--- src/rtl/rx_bist_pkg.sv ---
`timescale 1ns/1ps
package rx_bist_pkg;
  localparam logic [2:0] ST_PASS0    = 3'b000;
  localparam logic [2:0] ST_PASS1    = 3'b001;
  localparam logic [2:0] ST_LASTGOOD = 3'b010;
  localparam logic [2:0] ST_RSVD     = 3'b011;
  localparam logic [2:0] ST_LASTBAD  = 3'b100;
  localparam logic [2:0] ST_START    = 3'b101;
  localparam logic [2:0] ST_ERR      = 3'b110;
  localparam logic [2:0] ST_WAIT     = 3'b111;

  typedef enum logic [1:0] {PH_START, PH_WAIT, PH_CMP} phase_t;

  typedef struct packed {
    logic loadSeed;
    logic advance;
  } bistStrobe_t;
endpackage

--- src/rtl/rx_bist_datapath.sv ---
`timescale 1ns/1ps
module rx_bist_datapath
  import rx_bist_pkg::*;
#(
  parameter int          CHAR_W  = 8,
  parameter int          SEQ_LEN = 16,
  parameter logic [CHAR_W-1:0] SEED = 8'h01,
  parameter logic [CHAR_W-1:0] TAPS = 8'hB8,
  parameter logic [CHAR_W-1:0] MARK = 8'h3C
) (
  input  logic              clk,
  input  logic              rstN,
  input  logic [CHAR_W-1:0] charIn,
  input  bistStrobe_t       strobe,
  output logic              isMarker,
  output logic              isMatch,
  output logic              isLast
);
  localparam int IDX_W = (SEQ_LEN > 1) ? $clog2(SEQ_LEN) : 1;
  localparam logic [IDX_W-1:0] LAST_IDX = IDX_W'(SEQ_LEN - 1);

  logic [CHAR_W-1:0] lfsr;
  logic [CHAR_W-1:0] lfsrNext;
  logic [IDX_W-1:0]  idx;

  always_comb begin
    lfsrNext = {lfsr[CHAR_W-2:0], ^(lfsr & TAPS)};
    isMarker = (charIn == MARK);
    isMatch  = (charIn == lfsr);
    isLast   = (idx == LAST_IDX);
  end

  always_ff @(posedge clk) begin
    if (!rstN) begin
      lfsr <= SEED;
      idx  <= '0;
    end else if (strobe.loadSeed || (strobe.advance && isLast)) begin
      lfsr <= SEED;
      idx  <= '0;
    end else if (strobe.advance) begin
      lfsr <= lfsrNext;
      idx  <= idx + 1'b1;
    end
  end

  assert_seed_after_marker_R3: assert property (@(posedge clk) disable iff (!rstN)
    strobe.loadSeed |=> (lfsr == SEED && idx == '0));
  assert_wrap_to_seed_R8: assert property (@(posedge clk) disable iff (!rstN)
    (strobe.advance && isLast) |=> (lfsr == SEED && idx == '0));
  assert_lfsr_nonzero_R4: assert property (@(posedge clk) disable iff (!rstN)
    lfsr != '0);
  assert_hold_when_idle_R10: assert property (@(posedge clk) disable iff (!rstN)
    !(strobe.advance || strobe.loadSeed) |=> $stable(lfsr));
endmodule

--- src/rtl/rx_bist_control.sv ---
`timescale 1ns/1ps
module rx_bist_control
  import rx_bist_pkg::*;
(
  input  logic        clk,
  input  logic        rstN,
  input  logic        charValid,
  input  logic        bistEn,
  input  logic        pllLock,
  input  logic        isMarker,
  input  logic        isMatch,
  input  logic        isLast,
  output bistStrobe_t strobe,
  output logic [2:0]  bistStatus
);
  phase_t phase;
  logic   passTog;
  logic   running;

  always_comb begin
    running         = bistEn && pllLock;
    strobe.loadSeed = running && (phase == PH_WAIT) && charValid && isMarker;
    strobe.advance  = running && (phase == PH_CMP) && charValid;
  end

  always_ff @(posedge clk) begin
    if (!rstN) begin
      phase      <= PH_START;
      bistStatus <= ST_START;
      passTog    <= 1'b0;
    end else if (!running) begin
      phase      <= PH_START;
      bistStatus <= ST_START;
    end else begin
      case (phase)
        PH_START: begin
          phase      <= PH_WAIT;
          bistStatus <= ST_WAIT;
        end
        PH_WAIT: begin
          bistStatus <= ST_WAIT;
          if (strobe.loadSeed) begin
            phase   <= PH_CMP;
            passTog <= 1'b0;
          end
        end
        PH_CMP: begin
          if (strobe.advance) begin
            if (isLast) begin
              bistStatus <= isMatch ? ST_LASTGOOD : ST_LASTBAD;
            end else if (isMatch) begin
              bistStatus <= {2'b00, passTog};
              passTog    <= ~passTog;
            end else begin
              bistStatus <= ST_ERR;
            end
          end
        end
        default: begin
          phase      <= PH_START;
          bistStatus <= ST_START;
        end
      endcase
    end
  end

  assert_no_reserved_R9: assert property (@(posedge clk) disable iff (!rstN)
    bistStatus != ST_RSVD);
  assert_unlock_start_R2: assert property (@(posedge clk) disable iff (!rstN)
    !pllLock |=> bistStatus == ST_START);
  assert_disable_start_R1: assert property (@(posedge clk) disable iff (!rstN)
    !bistEn |=> bistStatus == ST_START);
  assert_start_then_wait_R3: assert property (@(posedge clk) disable iff (!rstN)
    (bistStatus == ST_START && running) |=> bistStatus == ST_WAIT);
  assert_first_pass_even_R5: assert property (@(posedge clk) disable iff (!rstN)
    bistStatus == ST_WAIT |=> bistStatus != ST_PASS1);
endmodule

--- src/rtl/rx_bist_status.sv ---
`timescale 1ns/1ps
module rx_bist_status
  import rx_bist_pkg::*;
#(
  parameter int          CHAR_W  = 8,
  parameter int          SEQ_LEN = 16,
  parameter logic [CHAR_W-1:0] SEED = 8'h01,
  parameter logic [CHAR_W-1:0] TAPS = 8'hB8,
  parameter logic [CHAR_W-1:0] MARK = 8'h3C
) (
  input  logic              clk,
  input  logic              rstN,
  input  logic [CHAR_W-1:0] charIn,
  input  logic              charValid,
  input  logic              bistEn,
  input  logic              pllLock,
  output logic [2:0]        bistStatus
);
  bistStrobe_t strobe;
  logic isMarker, isMatch, isLast;

  rx_bist_datapath #(
    .CHAR_W(CHAR_W), .SEQ_LEN(SEQ_LEN), .SEED(SEED), .TAPS(TAPS), .MARK(MARK)
  ) uDatapath (
    .clk(clk), .rstN(rstN), .charIn(charIn), .strobe(strobe),
    .isMarker(isMarker), .isMatch(isMatch), .isLast(isLast)
  );

  rx_bist_control uControl (
    .clk(clk), .rstN(rstN), .charValid(charValid), .bistEn(bistEn),
    .pllLock(pllLock), .isMarker(isMarker), .isMatch(isMatch),
    .isLast(isLast), .strobe(strobe), .bistStatus(bistStatus)
  );
endmodule

--- config.mk ---
export PLATFORM = sky130hd
export DESIGN_NAME = rx_bist_status
export DESIGN_NICKNAME = d
export VERILOG_FILES = /design/src/rtl/rx_bist_pkg.sv /design/src/rtl/rx_bist_datapath.sv /design/src/rtl/rx_bist_control.sv /design/src/rtl/rx_bist_status.sv
export SDC_FILE = /design/constraint.sdc
export NUM_CORES = 1
export LEC_CHECK = 0
export BUFFER_PORTS_ARGS = -buffer_cell sky130_fd_sc_hd__clkbuf_2
export CAP_MARGIN = 5
export CORE_AREA = 3 3 49 51
export DETAILED_ROUTE_END_ITERATION = 10
export DIE_AREA = 0 0 52 54
export GPL_ROUTABILITY_DRIVEN = 0
export PLACE_DENSITY = 0.73
export SYNTH_ARGS = -nofsm -noshare
export SYNTH_HDL_FRONTEND = slang
export SYNTH_SLANG_ARGS = --single-unit
--- constraint.sdc ---
create_clock -name clk -period 3.2 [get_ports clk]
set_input_delay 0.32 -clock clk [delete_from_list [all_inputs] [get_ports clk]]
set_output_delay 0.32 -clock clk [all_outputs]
set_load 0.01 [all_outputs]
== Yosys cells after proc, flatten, opt, wreduce, memory -nomap -nowiden ==
Index checks and enable logic that the tools add are counted.

* Bits in registers: 18
* Output and inout port bits: 3
* Word-level logic and storage cells: 46

* $add $sub $neg: 1
* Equal/unequal tests: 9
* Multiplexer cells: 12
* Bitwise gates (word level): 3
* Reduce and logical (&&, ||, !) cells: 16

{| class="wikitable"
|+ Operator list
! operator !! count
|-
| $mux 3 || 4
|-
| $eq 8x6->1 const B || 1
|-
| $eq 8x8->1 || 1
|-
| $reduce_xor 8->1 || 1
|-
| $logic_and 1x1->1 || 7
|-
| $ne 2x2->1 const B || 3
|-
| $pmux 2 s3 || 1
|-
| $pmux 3 s2 || 1
|-
| $reduce_and 6->1 || 1
|-
| $add 4x1->4 const B || 1
|-
| $eq 4x4->1 const B || 1
|-
| $mux 1 || 4
|-
| $reduce_and 2->1 || 2
|-
| $reduce_or 2->1 || 2
|-
| $not 1->1 || 3
|-
| $eq 2x1->1 const B || 1
|-
| $eq 2x2->1 const B || 1
|-
| $logic_not 2->1 || 1
|-
| $mux 2 || 1
|-
| $ne 2x1->1 const B || 1
|-
| $pmux 1 s2 || 1
|-
| $reduce_bool 2->1 || 1
|-
| $logic_or 1x1->1 || 1
|}

== Depth between registers and ports, before layout ==
Gate-level depths: netlist (run 1).

* Depth in word-level cells: 6
* Mapped depth: 7

== Modules after synthesis ==
Synthesis (run 1) repeated with hierarchy kept, for this count alone.

* Cell total of the unflattened synthesis: 97
* Area total of the unflattened synthesis: 894.6 µm²

{| class="wikitable"
|+ Modules (own cells, without submodules)
! module !! instances !! cells each !! area an instance (µm²)
|-
| rx_bist_datapath || 1 || 62 || 586.8
|-
| rx_bist_control || 1 || 35 || 307.8
|}

== Worst setup path after synthesis (run 1) ==
Ideal clock, no wire load.

* Path kind: register -> register
* Start: reg uControl.phase[1]
* End: reg uControl.passTog
* Arrival: 2.162 ns
* Setup slack: 0.922 ns
* Cell stages (with the launch flop): 8
* Period minus slack after synthesis: 2.278 ns
* Cells stage by stage: dfxtp_1 > inv_1 > ha_1 > or4b_1 > or4_4 > a221oi_2 > a21oi_1 > a41o_1

* Word-level cells in the longest chain between the ends: 6

{| class="wikitable"
|+ RTL lines
! what !! RTL line !! text
|-
| from (decl) || rx_bist_control.sv:16 || <nowiki>phase_t phase;</nowiki>
|-
| from (signal assigned) || rx_bist_control.sv:28 || <nowiki>phase <= PH_START;</nowiki>
|-
| from (signal assigned) || rx_bist_control.sv:32 || <nowiki>phase <= PH_START;</nowiki>
|-
| from (signal assigned) || rx_bist_control.sv:37 || <nowiki>phase <= PH_WAIT;</nowiki>
|-
| $eq 2x1->1 || rx_bist_control.sv:22, rx_bist_control.sv:35 ||
|-
| $logic_and 1x1->1 (3 in series) || rx_bist_control.sv:22 || <nowiki>strobe.loadSeed = running && (phase == PH_WAIT) && charValid && isMarker;</nowiki>
|-
| $ne 2x2->1 (no line) || n/a ||
|-
| $reduce_and 6->1 (no line) || n/a ||
|-
| to (signal assigned) || rx_bist_control.sv:53 || <nowiki>passTog <= ~passTog;</nowiki>
|-
| to (decl) || rx_bist_control.sv:17 || <nowiki>logic passTog;</nowiki>
|}

Several ways; a longest one is shown, not always the timed one.
A chain may end at the register's enable or synchronous reset.

== Final worst setup path (run 1) ==
Same ends and word-level chain as after synthesis.

==> flow_metrics.py, run 1 <==
metrics = {
    "sta": {
        "max_freq_mhz": 409.1,
        "hold_violations": 0,
        "finalSetupTns_ns": 0,
        "hold_ws_ns": 0.3462,
        "finalCritPeriodShare_pct": 76.39,
        "worst_pin_slew_ns": 0.5973,
        "skew_ns": 0.0008360,
        "finalSetupViolCount": 0,
        "rsz0062_at_grt": "false",
        "slew_headroom_pct": 60.06,
        "drv_slew": 0,
        "min_period_ns": 2.445,
    },
    "cts": {
        "cts_tree": "built",
        "clk_pin_slew_ns": 0.10,
        "root_buffer": "clkbuf_4",
        "numCtsBuffers": 3,
        "cts-resized-gates": 0,
        "clk_path_buf_depth": 2,
        "clkSinkCount": 18,
        "h-tree-depth": 1,
        "hold_buffers": 0,
        "clock_latency_ns": 0.29,
        "post_cts.repair.setup_buffers": 0,
    },
    "routing": {
        "dr_wl_met3_um": 122,
        "initialDrtViolationCount": 34,
        "top_layer": "met4",
        "drc": 0,
        "ant_nets": 0,
        "num_vias": 891,
        "wire_per_inst_um": 13.11,
        "drt_pass1_iterations": 4,
        "wl_met1_um": 923,
        "wl_mm": 2.137,
        "viasPerCell": 5.466,
        "route.met2.wl_mm": 1.080,
    },
    "global_routing": {
        "grt.total_usage_pct": 17.52,
        "grt_pass1_wl_mm": 3.670,
        "grt_overflow": 0,
        "antenna_found_initial": 0,
        "first_global_vias": 865,
        "grt_max_degree": 16,
    },
    "synth": {
        "yosys.area_share.xor_xnor_pct": 12.65,
        "yosys.area.top_type": "dfxtp_1",
        "synthDistinctLibCells": 29,
        "synth_warnings": 0,
        "syn_inst": 118,
        "synth_top_family_by_area": "simple AND/OR/NAND/NOR gates",
        "synth_compound_area_share_pct": 15.87,
        "synthTopCellsByArea": "dfxtp_1 (37%), xnor2_1 (11%), nand2_1 (9.7%)",
        "synthTopCellsByCount": "nand2_1 (25), dfxtp_1 (18), xnor2_1 (12), a21oi_1 (10), nor2_1 (8)",
        "synth_edf_count": 0,
        "synth_seq_cells": 18,
        "yosysMostFrequentCell": "nand2_1",
        "syn_area_um2": 969.7,
        "synth-main-ff-cell": "dfxtp_1",
        "synth-simple-area-share_pct": 24.52,
        "ys_seq_area_share_pct": 37.16,
        "syn_nets": 136,
        "avgSynthCellArea_um2": 8.218,
        "synth_adder_area_share_pct": 6.452,
        "synthArstFlopShare_pct": 0,
        "synthMuxAreaShare_pct": 1.032,
        "synth.top_cell.area_share_pct": 37.16,
    },
    "critical_path": {
        "startpoint": "uControl.phase[1]",
        "reg2reg_slack_ns": 0.76,
        "crit_arrival_ns": 2.64,
        "required_ns": 3.40,
        "end_kind": "flip-flop",
        "criticalPathCategory": "flip-flop to flip-flop",
        "r2r-end": "uControl.passTog",
        "reg2reg_from": "uControl.phase[1]",
        "worstSetupStartpointType": "flip-flop",
        "cp_max_fo": 6,
        "endpoint": "uControl.passTog",
        "reg2reg_depth": 7,
    },
    "pwr": {
        "vdd.ir_drop.worst_mv": 0.2609,
        "seq_power_share_pct": 56.1,
        "p_clk_share_pct": 35.0,
        "power_density_nw_per_um2": 362.2,
        "switchingPower_mw": 0.09304,
        "p_leak_nw": 0.4110,
        "swShare_pct": 23.04,
        "comb_power_share_pct": 8.8,
        "p_int_mw": 0.3108,
    },
    "place": {
        "postPlaceCellArea_um2": 1079,
        "hpwlAfterDp_mm": 1.633,
        "port_buffers": 15,
    },
    "floorplan": {
        "core_area_um2": 1982,
        "initial_utilization_pct": 48.93,
        "die-area_um2": 2808,
        "io_pins": 16,
        "fp.dieH_um": 54,
        "die_w_um": 52,
        "row_count": 16,
    },
    "layout": {
        "design_area_um2": 1115,
        "drive_gt1_share_pct": 16.91,
        "syn2layout_area_growth_pct": 14.97,
        "final_util_pct": 56.25,
        "fin_nets": 155,
        "antenna_cells": 0,
    },
    "status": {
        "status": "finished, final reports clean",
    },
    "flow_run": {
        "cap_violations": 0,
    },
    "worst_hold_path": {
        "hp-class": "input pin to flip-flop",
    },
}
critical path, stage by stage, from the launching register on:
cell and delay, ns:
dfxtp_1 0.36, inv_1 0.09, ha_1 0.27, or4b_1 0.46, or4_4 0.56, a221oi_2 0.32, a21oi_1 0.10, a41o_1 0.20
area by class of cell:
type	count	area, um^2
Timing Repair Buffer	16	82.58
Tap cell	27	33.78
Inverter	4	15.01
Multi-Input combinational cell	94	586.8
Sequential cell	18	360.3
Fill cell	190	867.1
Clock buffer	4	36.28
per-stage QoR:
stage | worst slack, ns | power (mW) | instances
detailed placement | 0.7881 | 0.2671 | 159
global placement | 0.8573 | 0.2668 | 159
CTS | 0.7579 | 0.4073 | 163
floorplan | 0.9222 | 0.2498 | 118
global route | 0.6494 | 0.4181 | 163
finish | 0.7554 | 0.4038 | 163
layer usage:
metal,up-vias,GRT usage [%]
met4,0,6.550
met5,-,0
met2,23,32.01
li1,451,-
met1,415,20.13
met3,2,3.324
power by group through the flow:
stage | sequential, mW | clock (mW) | combinational, mW
after global placement | 0.232 | 0 | 0.0352
after CTS | 0.227 | 0.145 | 0.0355
after detailed placement | 0.232 | 0 | 0.0353
final | 0.227 | 0.141 | 0.0356
after global routing | 0.227 | 0.152 | 0.0397
after floorplan | 0.232 | 0 | 0.0178
sequential cells by signal, indices dropped and copies added, names as in the netlist:
| signal | flops |
|---|---|
| uControl.bistStatus | 3 |
| uControl.passTog | 1 |
| uControl.phase | 2 |
| uDatapath.idx | 4 |
| uDatapath.lfsr | 8 |
worst min-delay path by stage:
stage / startpoint / to / slack [ns] / cells past startpoint
final: rstN / uControl.passTog / 0.35 / 2
after CTS: rstN / uControl.passTog / 0.34 / 2
after global routing: rstN / uControl.passTog / 0.37 / 2
after detailed placement: uDatapath.idx[1] / uDatapath.idx[1] / 0.47 / 2
after floorplan: uDatapath.idx[1] / uDatapath.idx[1] / 0.45 / 2
after global placement: uDatapath.idx[1] / uDatapath.idx[1] / 0.47 / 2
kinds of logic after synthesis:
kind of cell	after synthesis
AO/OA/AOI/OAI	24
XOR/XNOR	14
adder cells (fa/ha/maj)	5
buffers and inverters	6
flip-flops	18
multiplexers	1
AND/OR/NAND/NOR	50
cell usage in the layout (no fill, tap or decap):
cell type  count
nand4_1        4
or4_4          1
inv_1          4
dfxtp_1       18
nor2b_1        1
nand3_1        3
a31oi_1        2
and4_1         1
ha_1           5
a21oi_1       10
o21ai_0        5
clkbuf_2      15
o22ai_1        1
or4_1          1
o211ai_1       1
or4b_1         1
clkbuf_4       3
nor2_1         8
mux2i_1        1
xor2_1         2
o31ai_1        1
a221oi_2       1
nand2_1       25
a41o_1         1
nand4b_1       1
o221a_2        1
clkbuf_8       1
xnor2_1       12
buf_4          1
and3_1         1
a211o_1        1
nor3_1         3
Note: power is estimated with default switching activity, not from simulation.
==> inputs of run 2 (changes only) <==
--- a/config.mk
+++ b/config.mk
@@ -11,7 +11,7 @@
 export DETAILED_ROUTE_END_ITERATION = 10
 export DIE_AREA = 0 0 52 54
 export GPL_ROUTABILITY_DRIVEN = 0
-export PLACE_DENSITY = 0.73
+export PLACE_DENSITY = 0.76
 export SYNTH_ARGS = -nofsm -noshare
 export SYNTH_HDL_FRONTEND = slang
 export SYNTH_SLANG_ARGS = --single-unit
==> constraint.sdc (replaced) <==
create_clock -name clk -period 2.1 [get_ports clk]
set_input_delay 0.21 -clock clk [delete_from_list [all_inputs] [get_ports clk]]
set_output_delay 0.21 -clock clk [all_outputs]
set_load 0.01 [all_outputs]
==> flow_metrics.py, run 2 (same netlist as run 1, synthesis figures left out) <==
metrics = {
    "critical_path": {
        "crit_arrival_ns": 2.39,
        "cp_max_fo": 3,
        "worstSetupStartpointType": "flip-flop",
        "cpPeakStageDelay_ns": 0.53,
        "required_ns": 2.31,
        "end_kind": "flip-flop",
        "slowest_stage": "or4_4",
        "crit_path_cell_trace": "inv_2 > ha_4 > or4b_1 > or4_4 > a221oi_4 > a21oi_2 > a41o_1",
        "criticalPathCategory": "flip-flop to flip-flop",
    },
    "sta": {
        "skew_ns": 0.009661,
        "worst_pin_slew_ns": 0.2997,
        "slew_headroom_pct": 79.86,
        "rsz0062_at_grt": "true",
        "finalCritPeriodShare_pct": 103.7,
        "hold_violations": 0,
        "drv_slew": 0,
        "finalSetupViolCount": 11,
        "max_freq_mhz": 459.2,
        "min_period_ns": 2.178,
        "finalWorstSetupSlack_ns": -0.07769,
        "finalSetupTns_ns": -0.2687,
    },
    "layout": {
        "fillers": 180,
        "mostFrequentLayoutCells": "nand2_1 (25), dfxtp_1 (16), clkbuf_2 (15)",
        "layout.cells.non_filler": 170,
        "syn2layout_area_growth_pct": 23.48,
        "final_util_pct": 60.42,
        "final_common_cell": "nand2_1",
        "design_area_um2": 1197,
        "reg.largest.list": "uDatapath.lfsr x8, uDatapath.idx x4, uControl.bistStatus x3",
        "fin_nets": 162,
        "antenna_cells": 0,
        "top_register": "uDatapath.lfsr",
        "seq_area_um2": 362.8,
        "largest_reg_flops": 8,
        "drive_gt1_share_pct": 24.48,
        "multi_input_area_um2": 614.3,
    },
    "place": {
        "port_buffers": 15,
        "dp.cells": 166,
        "postPlaceCellArea_um2": 1145,
        "hpwlAfterDp_mm": 1.730,
    },
    "routing": {
        "initialDrtViolationCount": 15,
        "ant_nets": 0,
        "viasPerCell": 5.506,
        "wl_mm": 2.255,
        "wire_per_inst_um": 13.26,
        "num_vias": 936,
        "drc": 0,
        "drt_pass1_iterations": 4,
    },
    "cts": {
        "clkSinkCount": 18,
        "numCtsBuffers": 3,
        "cts_tree": "built",
        "clk_pin_slew_ns": 0.11,
        "clock_latency_ns": 0.30,
        "h-tree-depth": 1,
        "root_buffer": "clkbuf_4",
        "clk_path_buf_depth": 2,
    },
    "floorplan": {
        "fp.dieH_um": 54,
        "initial_utilization_pct": 48.93,
        "io_pins": 16,
        "die-area_um2": 2808,
        "row_count": 16,
        "core_area_um2": 1982,
        "die_w_um": 52,
    },
    "status": {
        "status": "complete, but fails checks",
        "violations": "setup timing",
    },
    "global_routing": {
        "grt_overflow": 0,
        "grt_pass1_wl_mm": 3.781,
        "grt.total_usage_pct": 18.18,
        "grt_max_degree": 12,
        "first_global_vias": 919,
        "antenna_found_initial": 0,
    },
    "pwr": {
        "power_density_nw_per_um2": 521.0,
        "p_leak_nw": 0.4483,
        "vdd.ir_drop.worst_mv": 0.3858,
    },
    "flow_run": {
        "cap_violations": 0,
    },
    "worst_hold_path": {
        "hp-class": "input pin to flip-flop",
    },
}
[run 2: final timing paths]
kind	startpoint	endpoint	slack [ns]	depth (start not counted)
hold reg to reg	uDatapath.idx[1]	uDatapath.idx[1]	0.49	2
hold / removal	rstN	uControl.passTog	0.23	2
setup / recovery	uControl.phase[1]	uControl.passTog	-0.08	7
setup reg to reg	uControl.phase[1]	uControl.passTog	-0.08	7
[run 2: per-layer routing]
metal  global-route usage, %  up-vias  part of all wire [%]
met2                   32.22       22                    50
met4                   9.170        0                   2.1
met1                   20.67      443                    43
met5                       0        -                     0
li1                        -      464                     -
met3                   3.601        7                   4.3
[run 2: critical path, delay by kind of cell (launching register included)]
| kind | cells | cell delay, ns |
|---|---|---|
| fa+ha+maj | 1 | 0.13 |
| buf+inv | 1 | 0.07 |
| simple gates | 2 | 0.96 |
| compound gates | 3 | 0.59 |
| flops | 1 | 0.34 |
[run 2: final cells by class]
| cell class | instances | share of cell area, % |
|---|---|---|
| inverters | 4 | 1.254 |
| repair buffers | 23 | 11.29 |
| multi-input cells | 94 | 51.31 |
| clock buffers | 4 | 3.030 |
| well taps | 27 | 2.821 |
| flip-flops and latches | 18 | 30.30 |
[run 2: power by group]
group / leakage (nW) / switching [mW] / total, mW / internal (mW)
sequential: 0.146 / 0.00165 / 0.345 / 0.344
clock: 0.0210 / 0.113 / 0.218 / 0.106
combinational: 0.281 / 0.0326 / 0.0600 / 0.0274
total: 0.448 / 0.147 / 0.624 / 0.477
[run 2: stage by stage]
step	hold slack (ns)	power [mW]	setup slack, ns
6_report	0.2285	0.6239	-0.07769
5_1_grt	0.2318	0.6553	-0.1428
4_1_cts	0.2149	0.6304	-0.08183
3_5_place_dp	0.4797	0.4109	-0.07093
3_3_place_gp	0.4610	0.4097	0.006177
2_1_floorplan	0.3531	0.3823	-0.03579
[run 2: repair_timing]
action / 4_1_cts / 5_1_grt
hold buffers: 0 / 0
setup endpoints to repair: 6 / 12
setup buffers: 0 / 0
gates resized for setup: 1 / 2
==> inputs of run 3 (changes only) <==
--- a/config.mk
+++ b/config.mk
@@ -7,11 +7,12 @@
 export LEC_CHECK = 0
 export BUFFER_PORTS_ARGS = -buffer_cell sky130_fd_sc_hd__clkbuf_2
 export CAP_MARGIN = 5
-export CORE_AREA = 3 3 49 51
+export CORE_AREA = 2 2 48 50
 export DETAILED_ROUTE_END_ITERATION = 10
-export DIE_AREA = 0 0 52 54
+export DIE_AREA = 0 0 50 52
 export GPL_ROUTABILITY_DRIVEN = 0
 export PLACE_DENSITY = 0.76
+export SKIP_CTS_REPAIR_TIMING = 1
 export SYNTH_ARGS = -nofsm -noshare
 export SYNTH_HDL_FRONTEND = slang
 export SYNTH_SLANG_ARGS = --single-unit
==> flow_metrics.py, run 3 (same netlist as run 1, synthesis figures left out) <==
metrics = {
    "global_routing": {
        "antenna_found_initial": 0,
        "grt_overflow": 0,
        "grt.total_usage_pct": 18.11,
        "grt_pass1_wl_mm": 3.581,
        "first_global_vias": 900,
        "grt_max_degree": 12,
    },
    "layout": {
        "fin_nets": 163,
        "drive_gt1_share_pct": 24.31,
        "final_common_cell": "nand2_1",
        "antenna_cells": 0,
        "final_util_pct": 56.57,
        "syn2layout_area_growth_pct": 22.84,
        "reg.largest.list": "uDatapath.lfsr x8, uDatapath.idx x4, uControl.bistStatus x3",
        "top_register": "uDatapath.lfsr",
        "mostFrequentLayoutCells": "nand2_1 (25), dfxtp_1 (16), clkbuf_2 (15)",
        "largest_reg_flops": 8,
    },
    "sta": {
        "rsz0062_at_grt": "true",
        "drv_slew": 0,
        "slew_headroom_pct": 82.83,
        "finalCritPeriodShare_pct": 102.0,
        "worst_pin_slew_ns": 0.2556,
        "finalSetupViolCount": 1,
        "skew_ns": 0.01449,
        "finalSetupTns_ns": -0.04263,
        "min_period_ns": 2.143,
        "max_freq_mhz": 466.7,
        "hold_violations": 0,
        "finalWorstSetupSlack_ns": -0.04263,
    },
    "critical_path": {
        "worstSetupStartpointType": "flip-flop",
        "path_delay_family": "simple AND/OR/NAND/NOR gates",
        "crit_arrival_ns": 2.35,
        "slowest_stage": "or4_4",
        "critical_path_buf_inv_count": 1,
        "cp_max_fo": 3,
        "end_kind": "flip-flop",
        "reg2reg_from": "uControl.phase[1]",
        "required_ns": 2.31,
        "reg2reg_depth": 7,
        "crit_path_cell_trace": "inv_2 > ha_4 > or4b_1 > or4_4 > a221oi_2 > a21oi_1 > a41o_1",
        "r2r-end": "uControl.passTog",
        "criticalPathCategory": "flip-flop to flip-flop",
        "reg2reg_slack_ns": -0.04,
        "cpPeakStageDelay_ns": 0.51,
    },
    "floorplan": {
        "die-area_um2": 2600,
        "core_area_um2": 2106,
        "io_pins": 16,
        "fp.dieH_um": 52,
        "row_count": 17,
        "die_w_um": 50,
        "initial_utilization_pct": 46.05,
    },
    "status": {
        "status": "complete, but fails checks",
        "violations": "setup timing",
    },
    "worst_hold_path": {
        "whs_path_depth": 3,
        "hp-class": "input pin to flip-flop",
        "whs_endpoint": "uDatapath.idx[2]",
        "hold_path.startpoint": "rstN",
    },
    "cts": {
        "clkSinkCount": 18,
        "clk_pin_slew_ns": 0.12,
        "clk_path_buf_depth": 2,
        "clock_latency_ns": 0.30,
        "cts_tree": "built",
        "numCtsBuffers": 3,
        "root_buffer": "clkbuf_4",
        "h-tree-depth": 1,
    },
    "routing": {
        "ant_nets": 0,
        "wire_per_inst_um": 12.59,
        "drc": 0,
        "initialDrtViolationCount": 22,
        "viasPerCell": 5.558,
        "wl_mm": 2.165,
        "num_vias": 956,
        "drt_pass1_iterations": 4,
    },
    "pwr": {
        "vdd.ir_drop.worst_mv": 0.3338,
        "p_leak_nw": 0.4520,
        "p_total_mw": 0.6261,
        "power_density_nw_per_um2": 525.6,
    },
    "flow_run": {
        "cap_violations": 0,
    },
    "place": {
        "hpwlAfterDp_mm": 1.675,
        "port_buffers": 15,
    },
}
run 3: cell type report:
cell class	count	area, um^2
Fill cell	198	914.6
Multi-Input combinational cell	94	599.3
Sequential cell	18	362.8
Timing Repair Buffer	24	142.6
Clock buffer	4	36.28
Tap cell	28	35.03
Inverter	4	15.01
run 3: per-layer routing:
metal  global-route usage, %  vias up  share of wire [%]
met2                   30.48       41                 46
met5                       0        -                  0
met1                   20.68      439                 45
met4                   11.11        0                2.4
met3                   4.310        8                6.6
li1                        -      468                  -
run 3: how the worst max path moves through the flow:
| stage | from | endpoint | cells after the start |
|---|---|---|---|
| CTS | uControl.phase[1] | uControl.passTog | 7 |
| floorplan | uControl.phase[1] | uControl.passTog | 7 |
| detailed placement | uControl.phase[1] | uControl.passTog | 7 |
| global placement | uControl.phase[1] | uControl.passTog | 7 |
| finish | uControl.phase[1] | uControl.passTog | 7 |
| global route | uControl.phase[1] | uControl.passTog | 7 |
run 3: stage by stage:
stage | instances | area (um^2) | setup slack (ns) | hold slack [ns]
6_report | 172 | 1191 | -0.04263 | 0.2113
4_1_cts | 170 | 1175 | -0.05184 | 0.2043
3_3_place_gp | 166 | 1139 | 0.01554 | 0.4654
5_1_grt | 172 | 1191 | -0.08837 | 0.2176
2_1_floorplan | 118 | 983.4 | -0.03579 | 0.3531
3_5_place_dp | 166 | 1139 | -0.03869 | 0.4832
run 3: worst min-delay path, stage by stage:
cell and delay [ns]:
clkbuf_2 0.13, nand2_1 0.09, nor2_1 0.05
run 3: power by group:
group | leakage [nW] | internal, mW | switching (mW)
Sequential | 0.146 | 0.344 | 0.00167
Clock | 0.0210 | 0.106 | 0.114
Combinational | 0.285 | 0.0282 | 0.0325
